[src/rtl/alu_pkg.sv]
package alu_pkg;
   typedef enum logic [1:0] {
      PICK_AND  = 2'b00,
      PICK_OR   = 2'b01,
      PICK_SUM  = 2'b10,
      PICK_SIGN = 2'b11
   } pick_e;

   localparam logic [2:0] CODE_UNUSED = 3'b011;
   localparam int ADDER_RIPPLE = 0;
   localparam int ADDER_PREFIX = 1;
endpackage

[src/rtl/alu_operand_prep.sv]
module alu_operand_prep #(
   parameter int WIDTH = 32
) (
   input  logic [WIDTH-1:0] b_raw,
   input  logic             invert,
   output logic [WIDTH-1:0] b_eff
);
   always_comb begin
      b_eff = invert ? ~b_raw : b_raw;
   end
endmodule

[src/rtl/alu_adder.sv]
module alu_adder #(
   parameter int WIDTH = 32,
   parameter int STYLE = 1
) (
   input  logic [WIDTH-1:0] x,
   input  logic [WIDTH-1:0] z,
   input  logic             cin,
   output logic [WIDTH-1:0] sum,
   output logic             cout
);
   import alu_pkg::*;

   localparam int COLS = WIDTH + 1;
   localparam int LG   = $clog2(COLS);

   if (STYLE != ADDER_RIPPLE && STYLE != ADDER_PREFIX) begin : g_bad_style
      $error("alu_adder: STYLE must be 0 or 1");
   end

   if (STYLE == ADDER_PREFIX) begin : g_prefix
      logic [LG:0][COLS-1:0] gg;
      logic [LG:0][COLS-1:0] pp;

      always_comb begin
         gg = '0;
         pp = '0;
         gg[0][0] = cin;
         pp[0][0] = 1'b0;
         for (int i = 0; i < WIDTH; i++) begin
            gg[0][i+1] = x[i] & z[i];
            pp[0][i+1] = x[i] ^ z[i];
         end
         for (int s = 0; s < LG; s++) begin
            for (int j = 0; j < COLS; j++) begin
               if (j >= (1 << s)) begin
                  gg[s+1][j] = gg[s][j] | (pp[s][j] & gg[s][j-(1<<s)]);
                  pp[s+1][j] = pp[s][j] & pp[s][j-(1<<s)];
               end else begin
                  gg[s+1][j] = gg[s][j];
                  pp[s+1][j] = pp[s][j];
               end
            end
         end
         for (int i = 0; i < WIDTH; i++) begin
            sum[i] = pp[0][i+1] ^ gg[LG][i];
         end
         cout = gg[LG][COLS-1];
      end

      // prefix network agrees with a plain arithmetic sum
      always_comb begin
         a_r2_prefix_matches_sum: assert ({cout, sum} ==
            ({1'b0, x} + {1'b0, z} + {{WIDTH{1'b0}}, cin}));
      end
   end else begin : g_ripple
      always_comb begin
         {cout, sum} = {1'b0, x} + {1'b0, z} + {{WIDTH{1'b0}}, cin};
      end
   end
endmodule

[src/rtl/alu_outmux.sv]
module alu_outmux #(
   parameter int WIDTH = 32
) (
   input  alu_pkg::pick_e   pick,
   input  logic             force_zero,
   input  logic [WIDTH-1:0] and_v,
   input  logic [WIDTH-1:0] or_v,
   input  logic [WIDTH-1:0] sum_v,
   output logic [WIDTH-1:0] y
);
   import alu_pkg::*;

   always_comb begin
      unique case (pick)
         PICK_AND:  y = and_v;
         PICK_OR:   y = or_v;
         PICK_SUM:  y = sum_v;
         PICK_SIGN: y = {{(WIDTH-1){1'b0}}, sum_v[WIDTH-1]};
         default:   y = '0;
      endcase
      if (force_zero) y = '0;
   end

   // sign selection is zero-extended
   always_comb begin
      if (pick == PICK_SIGN && !force_zero)
         a_r6_sign_zero_extended: assert (y[WIDTH-1:1] == '0 && y[0] == sum_v[WIDTH-1]);
   end
endmodule

[src/rtl/alu_core.sv]
module alu_core #(
   parameter int WIDTH       = 32,
   parameter int ADDER_STYLE = 1,
   parameter int HAS_ZERO    = 1,
   parameter int HAS_COUT    = 1
) (
   input  logic [WIDTH-1:0] a_in,
   input  logic [WIDTH-1:0] b_in,
   input  logic [2:0]       fsel,
   output logic [WIDTH-1:0] y_out,
   output logic             zero_out,
   output logic             cout_out
);
   import alu_pkg::*;

   localparam int MSB = WIDTH - 1;

   if (WIDTH < 2) begin : g_bad_width
      $error("alu_core: WIDTH must be at least 2");
   end
   if (HAS_ZERO != 0 && HAS_ZERO != 1) begin : g_bad_zero
      $error("alu_core: HAS_ZERO must be 0 or 1");
   end
   if (HAS_COUT != 0 && HAS_COUT != 1) begin : g_bad_cout
      $error("alu_core: HAS_COUT must be 0 or 1");
   end

   logic             invert_b;
   logic [WIDTH-1:0] b_eff;
   logic [WIDTH-1:0] sum_v;
   logic             carry;
   logic [WIDTH-1:0] and_v;
   logic [WIDTH-1:0] or_v;
   pick_e            pick;
   logic             unused_code;

   always_comb begin
      invert_b    = fsel[2];
      pick        = pick_e'(fsel[1:0]);
      unused_code = (fsel == CODE_UNUSED);
   end

   alu_operand_prep #(.WIDTH(WIDTH)) u_prep (
      .b_raw (b_in),
      .invert(invert_b),
      .b_eff (b_eff)
   );

   always_comb begin
      and_v = a_in & b_eff;
      or_v  = a_in | b_eff;
   end

   alu_adder #(.WIDTH(WIDTH), .STYLE(ADDER_STYLE)) u_add (
      .x   (a_in),
      .z   (b_eff),
      .cin (invert_b),
      .sum (sum_v),
      .cout(carry)
   );

   alu_outmux #(.WIDTH(WIDTH)) u_mux (
      .pick      (pick),
      .force_zero(unused_code),
      .and_v     (and_v),
      .or_v      (or_v),
      .sum_v     (sum_v),
      .y         (y_out)
   );

   if (HAS_ZERO == 1) begin : g_zero
      always_comb zero_out = ~|y_out;
   end else begin : g_no_zero
      always_comb zero_out = 1'b0;
   end

   if (HAS_COUT == 1) begin : g_cout
      always_comb cout_out = carry;
   end else begin : g_no_cout
      always_comb cout_out = 1'b0;
   end

   always_comb begin
      // subtraction result equals an independent difference
      if (fsel == 3'b110)
         a_r5_sub_value: assert (y_out == a_in - b_in);
      // the unused code never lets a value through
      if (fsel == CODE_UNUSED)
         a_r3_unused_zero: assert (y_out == '0);
      // AND result has no bit outside a
      if (fsel == 3'b000)
         a_r1_and_subset: assert ((y_out & ~a_in) == '0);
      // set-less-than follows the raw sign of the difference
      if (fsel == 3'b111)
         a_r6_slt_sign: assert (y_out == {{MSB{1'b0}}, (a_in - b_in) >> MSB});
      // borrow-free subtraction gives carry when a >= b
      if (HAS_COUT == 1 && fsel[2:1] == 2'b11)
         a_r8_cout_compare: assert (cout_out == (a_in >= b_in));
   end
endmodule

[config.mk]
export PLATFORM = sky130hd
export DESIGN_NAME = alu_core
export DESIGN_NICKNAME = d
export VERILOG_FILES = /design/src/rtl/alu_pkg.sv /design/src/rtl/alu_operand_prep.sv /design/src/rtl/alu_adder.sv /design/src/rtl/alu_outmux.sv /design/src/rtl/alu_core.sv
export SDC_FILE = /design/constraint.sdc
export NUM_CORES = 1
export LEC_CHECK = 0
export BUFFER_PORTS_ARGS = -buffer_cell sky130_fd_sc_hd__buf_2
export CAP_MARGIN = 10
export CORE_MARGIN = 1.5
export CORE_UTILIZATION = 40
export DETAILED_ROUTE_END_ITERATION = 8
export GPL_ROUTABILITY_DRIVEN = 1
export GPL_TIMING_DRIVEN = 0
export PLACE_DENSITY = 0.73
export RECOVER_POWER = 25
export SYNTH_ARGS = -nofsm -noshare
export SYNTH_HDL_FRONTEND = slang
export SYNTH_SLANG_ARGS = --single-unit
[constraint.sdc]
create_clock -name vclk -period 9.6
set_input_delay 0.96 -clock vclk [all_inputs]
set_output_delay 0.96 -clock vclk [all_outputs]
set_load 0.1 [all_outputs]
# After elaboration in Yosys (flattened, before gate mapping)

Index checks and enable logic that the tools add are counted.

Memory bits (read-only): 0
Output and inout port bits: 34
Bits in registers: 0
Bits of input ports: 67
Memories kept: 0
Latch bits: 0
RAM bits: 0

Add/subtract/negate cells: 0
Mux-type cells: 3
Shifts and indexed selects: 0
$mul: 0
Bitwise operators: 472
Order comparisons: 0
Div/mod/pow operators: 0
Eq/ne operators: 4
Reductions and logical operators: 3

Operator list:

| cell                                                                   | number |
|---|---|
| 1-bit bitwise AND                                                      | 270 |
| 1-bit OR                                                               | 135 |
| 32-bit case mux with 4 select lines                                    | 1 |
| 32-bit two-way mux                                                     | 2 |
| 1-bit bitwise XOR                                                      | 64 |
| 32-bit bitwise AND                                                     | 1 |
| 32-bit NOT                                                             | 1 |
| 32-bit OR                                                              | 1 |
| 32-bit OR reduction                                                    | 1 |
| 2-bit equality test (second input constant)                            | 2 |
| 3-bit by 2-bit equality test with 1-bit output (second input constant) | 1 |
| 2-bit by 1-bit equality test with 1-bit output (second input constant) | 1 |
| 2-bit logical NOT                                                      | 1 |
| 1-bit logical NOT                                                      | 1 |

# Depth between registers and ports, before layout

Depth in word-level cells: 18
Depth in mapped cells: 16
Gate-level depth less buffers: 13

# Hierarchy

Synthesis repeated with hierarchy kept, for this count alone.

Cells, all modules: 547
Area, all modules: 4156.5 sq um

Modules (own cells, without submodules):

| module           | cells an instance | instances | area each (sq um) |
|---|---|---|---|
| alu_adder        | 288               | 1         | 1979.4 |
| alu_outmux       | 146               | 1         | 1345.0 |
| alu_core         | 77                | 1         | 480.5 |
| alu_operand_prep | 36                | 1         | 351.6 |

# Worst setup path after synthesis

Ideal clock, no wire load.

Path kind: in2out
Start: input fsel[2]
End: output zero_out
Setup slack: 2.306 ns
Stages on the path: 15
Path buffers: 2
Arrival time: 6.334 ns
Path through: buf_6 clkbuf_1 xor2_1 inv_1 ha_1 a21o_1 a21oi_1 o21ai_1 a2111o_1 o2111a_1 o21ai_0 a21oi_1 o31ai_1 a2111o_1 nor2_1

RTL lines:

| element                                                       | RTL line                         | RTL |
|---|---|---|
| from (decl)                                                   | alu_core.sv:9                    | `input logic [2:0] fsel,` |
| 32-bit two-way mux                                            | alu_operand_prep.sv:9            | `b_eff = invert ? ~b_raw : b_raw;` |
| 1-bit bitwise XOR / 1-bit bitwise AND (equally long branches) | alu_adder.sv:31, alu_adder.sv:30 |  |
| 1-bit bitwise AND                                             | alu_adder.sv:36                  | `gg[s+1][j] = gg[s][j] \| (pp[s][j] & gg[s][j-(1<<s)]);` |
| 1-bit OR                                                      | alu_adder.sv:36                  |  |
| 1-bit bitwise AND                                             | alu_adder.sv:36                  |  |
| 1-bit OR                                                      | alu_adder.sv:36                  |  |
| 1-bit bitwise AND / 1-bit OR (equally long branches)          | alu_adder.sv:36                  |  |
| 1-bit OR / 1-bit bitwise AND (equally long branches)          | alu_adder.sv:36                  |  |
| 1-bit bitwise AND / 1-bit OR (equally long branches)          | alu_adder.sv:36                  |  |
| 1-bit OR / 1-bit bitwise AND (equally long branches)          | alu_adder.sv:36                  |  |
| 1-bit OR                                                      | alu_adder.sv:36                  |  |
| 1-bit bitwise XOR                                             | alu_adder.sv:45                  | `sum[i] = pp[0][i+1] ^ gg[LG][i];` |
| 32-bit case mux with 4 select lines                           | alu_outmux.sv:14                 | `unique case (pick)` |
| 32-bit two-way mux (*)                                        | alu_outmux.sv:21                 | `if (force_zero) y = '0;` |
| named net y_out[29]                                           | alu_core.sv:10                   | `output logic [WIDTH-1:0] y_out,` |
| 32-bit OR reduction (*)                                       | alu_core.sv:72                   | `always_comb zero_out = ~\|y_out;` |
| 1-bit logical NOT (*)                                         | alu_core.sv:72                   |  |
| to (decl)                                                     | alu_core.sv:11                   | `output logic zero_out,` |

Mark *: on every way through the listed nets, which the timed path passes. The rest lies on a longest branch.

# Final worst setup path

Start: input fsel[2]
End: output zero_out

Word-level cells in the longest chain between the ends: 17

RTL lines:

| element                             | RTL line              | RTL |
|---|---|---|
| 32-bit two-way mux                  | alu_operand_prep.sv:9 |  |
| 1-bit bitwise XOR                   | alu_adder.sv:31       | `pp[0][i+1] = x[i] ^ z[i];` |
| 1-bit bitwise AND                   | alu_adder.sv:36       |  |
| 1-bit OR                            | alu_adder.sv:36       |  |
| 1-bit bitwise AND                   | alu_adder.sv:36       |  |
| 1-bit OR                            | alu_adder.sv:36       |  |
| 1-bit bitwise AND                   | alu_adder.sv:36       |  |
| 1-bit OR                            | alu_adder.sv:36       |  |
| 1-bit bitwise AND                   | alu_adder.sv:36       |  |
| 1-bit OR                            | alu_adder.sv:36       |  |
| 1-bit bitwise AND                   | alu_adder.sv:36       |  |
| 1-bit OR                            | alu_adder.sv:36       |  |
| 1-bit bitwise XOR                   | alu_adder.sv:45       |  |
| 32-bit case mux with 4 select lines | alu_outmux.sv:14      |  |
| 32-bit two-way mux (*)              | alu_outmux.sv:21      |  |
| 32-bit OR reduction (*)             | alu_core.sv:72        |  |
| 1-bit logical NOT (*)               | alu_core.sv:72        |  |

Mark *: on every way between the ends. The rest lies on a longest branch, timed or not.

==> results.cfg <==
[status]
outcome = completed

[final_layout]
seqCellArea_um2 = 0
seq_cells = 0
layout.nets = 818
nClkBuffers = 0
num_antenna_cells = 0
fin_area_mm2 = 0.00448
area_delta_synth_final_pct = 16.9
final_layout_size_suffix_gt1_share_pct = 16.4

[grt]
grt_pass1_wl_mm = 22.3
antenna_found_initial = 0
gr-usage-all-layers_pct = 27.4
grt_max_degree = 11
grt_pass1_vias = 4289
overflow = 0

[synthesis]
avgSynthCellArea_um2 = 6.55
synth_area_mm2 = 0.00384
synth_cell_types = 62
synth_top_cell_by_area = ha_1
ys_seq_area_share_pct = 0
syn_nets = 717
synth-warning-count = 0
synth.top_cell.area_share_pct = 20.9
synth.area.top_cells = ha_1 (21%), xor2_1 (9.6%), inv_1 (7.8%)
synthCells = 586

[floorplan]
fp.dieArea_mm2 = 0.0102
die_w_um = 101
die_h_um = 101
num_rows = 35
initial_utilization_pct = 41.3
io_pins = 101
core_area_mm2 = 0.00928

[worst_setup_path]
crit_type = in2out
crit_path_max_fanout = 10
required_ns = 8.64
crit_path_end_kind = output port
worstPathArrival_ns = 5.46
startpoint_type = primary input

[power]
clkPwrFrac_pct = 0
comb_power_share_pct = 100.0
switchingPower_mw = 0.378
leakagePower_nw = 2.31
switching_share_pct = 72.7
p_per_area_mw_per_mm2 = 116
seqPwrFrac_pct = 0
internal-power_mw = 0.142
vdd_ir_drop_max_v = 0.0000830

[sta]
worst_pin_slew_ns = 1.17
finalMaxSlewViolations = 0
fmax_mhz = 156
finalCritPeriodShare_pct = 66.9
rsz0062_at_grt = no
tns_ns = 0
slew_headroom_pct = 22.5
final.min_clock_period_ns = 6.42
final_hold_viol_count = 0
setup_viol = 0

[placement]
placed_area_mm2 = 0.00449
port_buffers = 99
gp_congestion = 0.960
hpwl_mm = 11.8

[worst_hold_path]
whs_endpoint = y_out[4]
hp-class = in2out
worstHoldStart = fsel[1]
hold_depth = 4

[drt]
drtPass1Iterations = 5
drc = 0
wl_per_cell_um = 17.5
wirelength_mm = 14.2
vias = 4739
routed_via_density = 5.82
drtIter0Drc = 329
ant_nets = 0

[cts]
cts_setup_buffers = 0
holdBufCountCts = 0
post_cts_resized = 0

[flow_run]
cap_violations = 0
==> placed cells by master, fill, tap and decap left out, drive strengths merged, types with 4 or more instances in the layout <==
cell type	n
a2111o	4
a2111oi	4
a211o	8
a211oi	11
a21o	16
a21oi	46
a31oi	5
and3	10
buf	99
clkbuf	29
ha	64
inv	80
mux2i	4
nand2	61
nand3	13
nand4	8
nor2	32
nor3	10
o211ai	5
o21a	6
o21ai	49
o21bai	7
o22ai	12
o31ai	6
o32ai	4
xnor2	10
xor2	42
==> synthesized netlist by cell type, drive strengths merged, types with 5 or more instances <==
master  number
inv         80
ha          64
nand2       61
o21ai       49
a21oi       46
xor2        42
nor2        32
clkbuf      21
a21o        16
nand3       13
o22ai       12
a211oi      11
and3        10
nor3        10
xnor2       10
a211o        8
buf          8
nand4        8
o21bai       7
o21a         6
o31ai        6
a31oi        5
o211ai       5
==> power by group through the flow <==
stage	combinational (mW)	clock, mW	sequential (mW)
3_3_place_gp	0.509	0	0
6_report	0.520	0	0
3_5_place_dp	0.512	0	0
5_1_grt	0.555	0	0
4_1_cts	0.514	0	0
2_1_floorplan	0.400	0	0
==> cell families (layout without fill, tap and decap cells) <==
kind of cell	after synthesis	after routing	synth area share, %
adders and majority gates	64	64	20.9
xor gates and xnor gates	52	52	11.9
muxes	4	4	1.14
and+or+nand+nor	152	152	18.5
AOI/OAI and AO/OA	205	205	36.6
buffers and inverters	109	208	11.1
==> area by class of cell <==
class | instances | area, µm²
multi-input combinational | 477 | 3410
fill | 1044 | 4800
tap | 129 | 161
inverter | 80 | 300
buffer | 29 | 124
timing repair buffer | 99 | 487
==> critical path, stage by stage <==
cell and delay, ns:
buf_6 0.13, clkbuf_1 0.60, xor2_1 0.25, inv_1 0.07, ha_1 0.27, buf_2 0.18
a21oi_1 0.22, o221ai_1 0.15, a21oi_1 0.30, a21oi_1 0.15, nor3_1 0.36, xnor2_1 0.17
a2111oi_0 0.53, nand4_1 0.24, a2111o_1 0.34, nor2_1 0.11, buf_2 0.43
==> worst max path at each step <==
stage            start        to  slack (ns)  cells after the start
2_1_floorplan  fsel[2]  zero_out        2.31                     15
6_report       fsel[2]  zero_out        3.18                     17
3_5_place_dp   fsel[2]  zero_out        3.17                     17
5_1_grt        fsel[2]  zero_out        2.77                     17
4_1_cts        fsel[2]  zero_out        3.17                     17
3_3_place_gp   fsel[2]  zero_out        3.15                     17
==> per-layer routing <==
| layer | part of all wire [%] | global-route usage [%] |
|---|---|---|
| met4 | 2.0 | 4.06 |
| met3 | 6.8 | 1.04 |
| met5 | 0 | 0 |
| met2 | 45 | 46.2 |
| met1 | 46 | 39.5 |
==> per-stage QoR <==
step | setup WS [ns] | util [%] | hold slack [ns] | std cells | total power [mW]
after detailed placement | 3.17 | 48.4 | 2.51 | 814 | 0.512
after CTS | 3.17 | 48.4 | 2.51 | 814 | 0.514
after floorplan | 2.31 | - | 2.46 | 586 | 0.400
after global placement | 3.15 | 48.4 | 2.51 | 814 | 0.509
final | 3.18 | 48.3 | 2.66 | 814 | 0.520
after global routing | 2.77 | 48.3 | 2.68 | 814 | 0.555
Note: power is estimated with default switching activity, not from simulation.
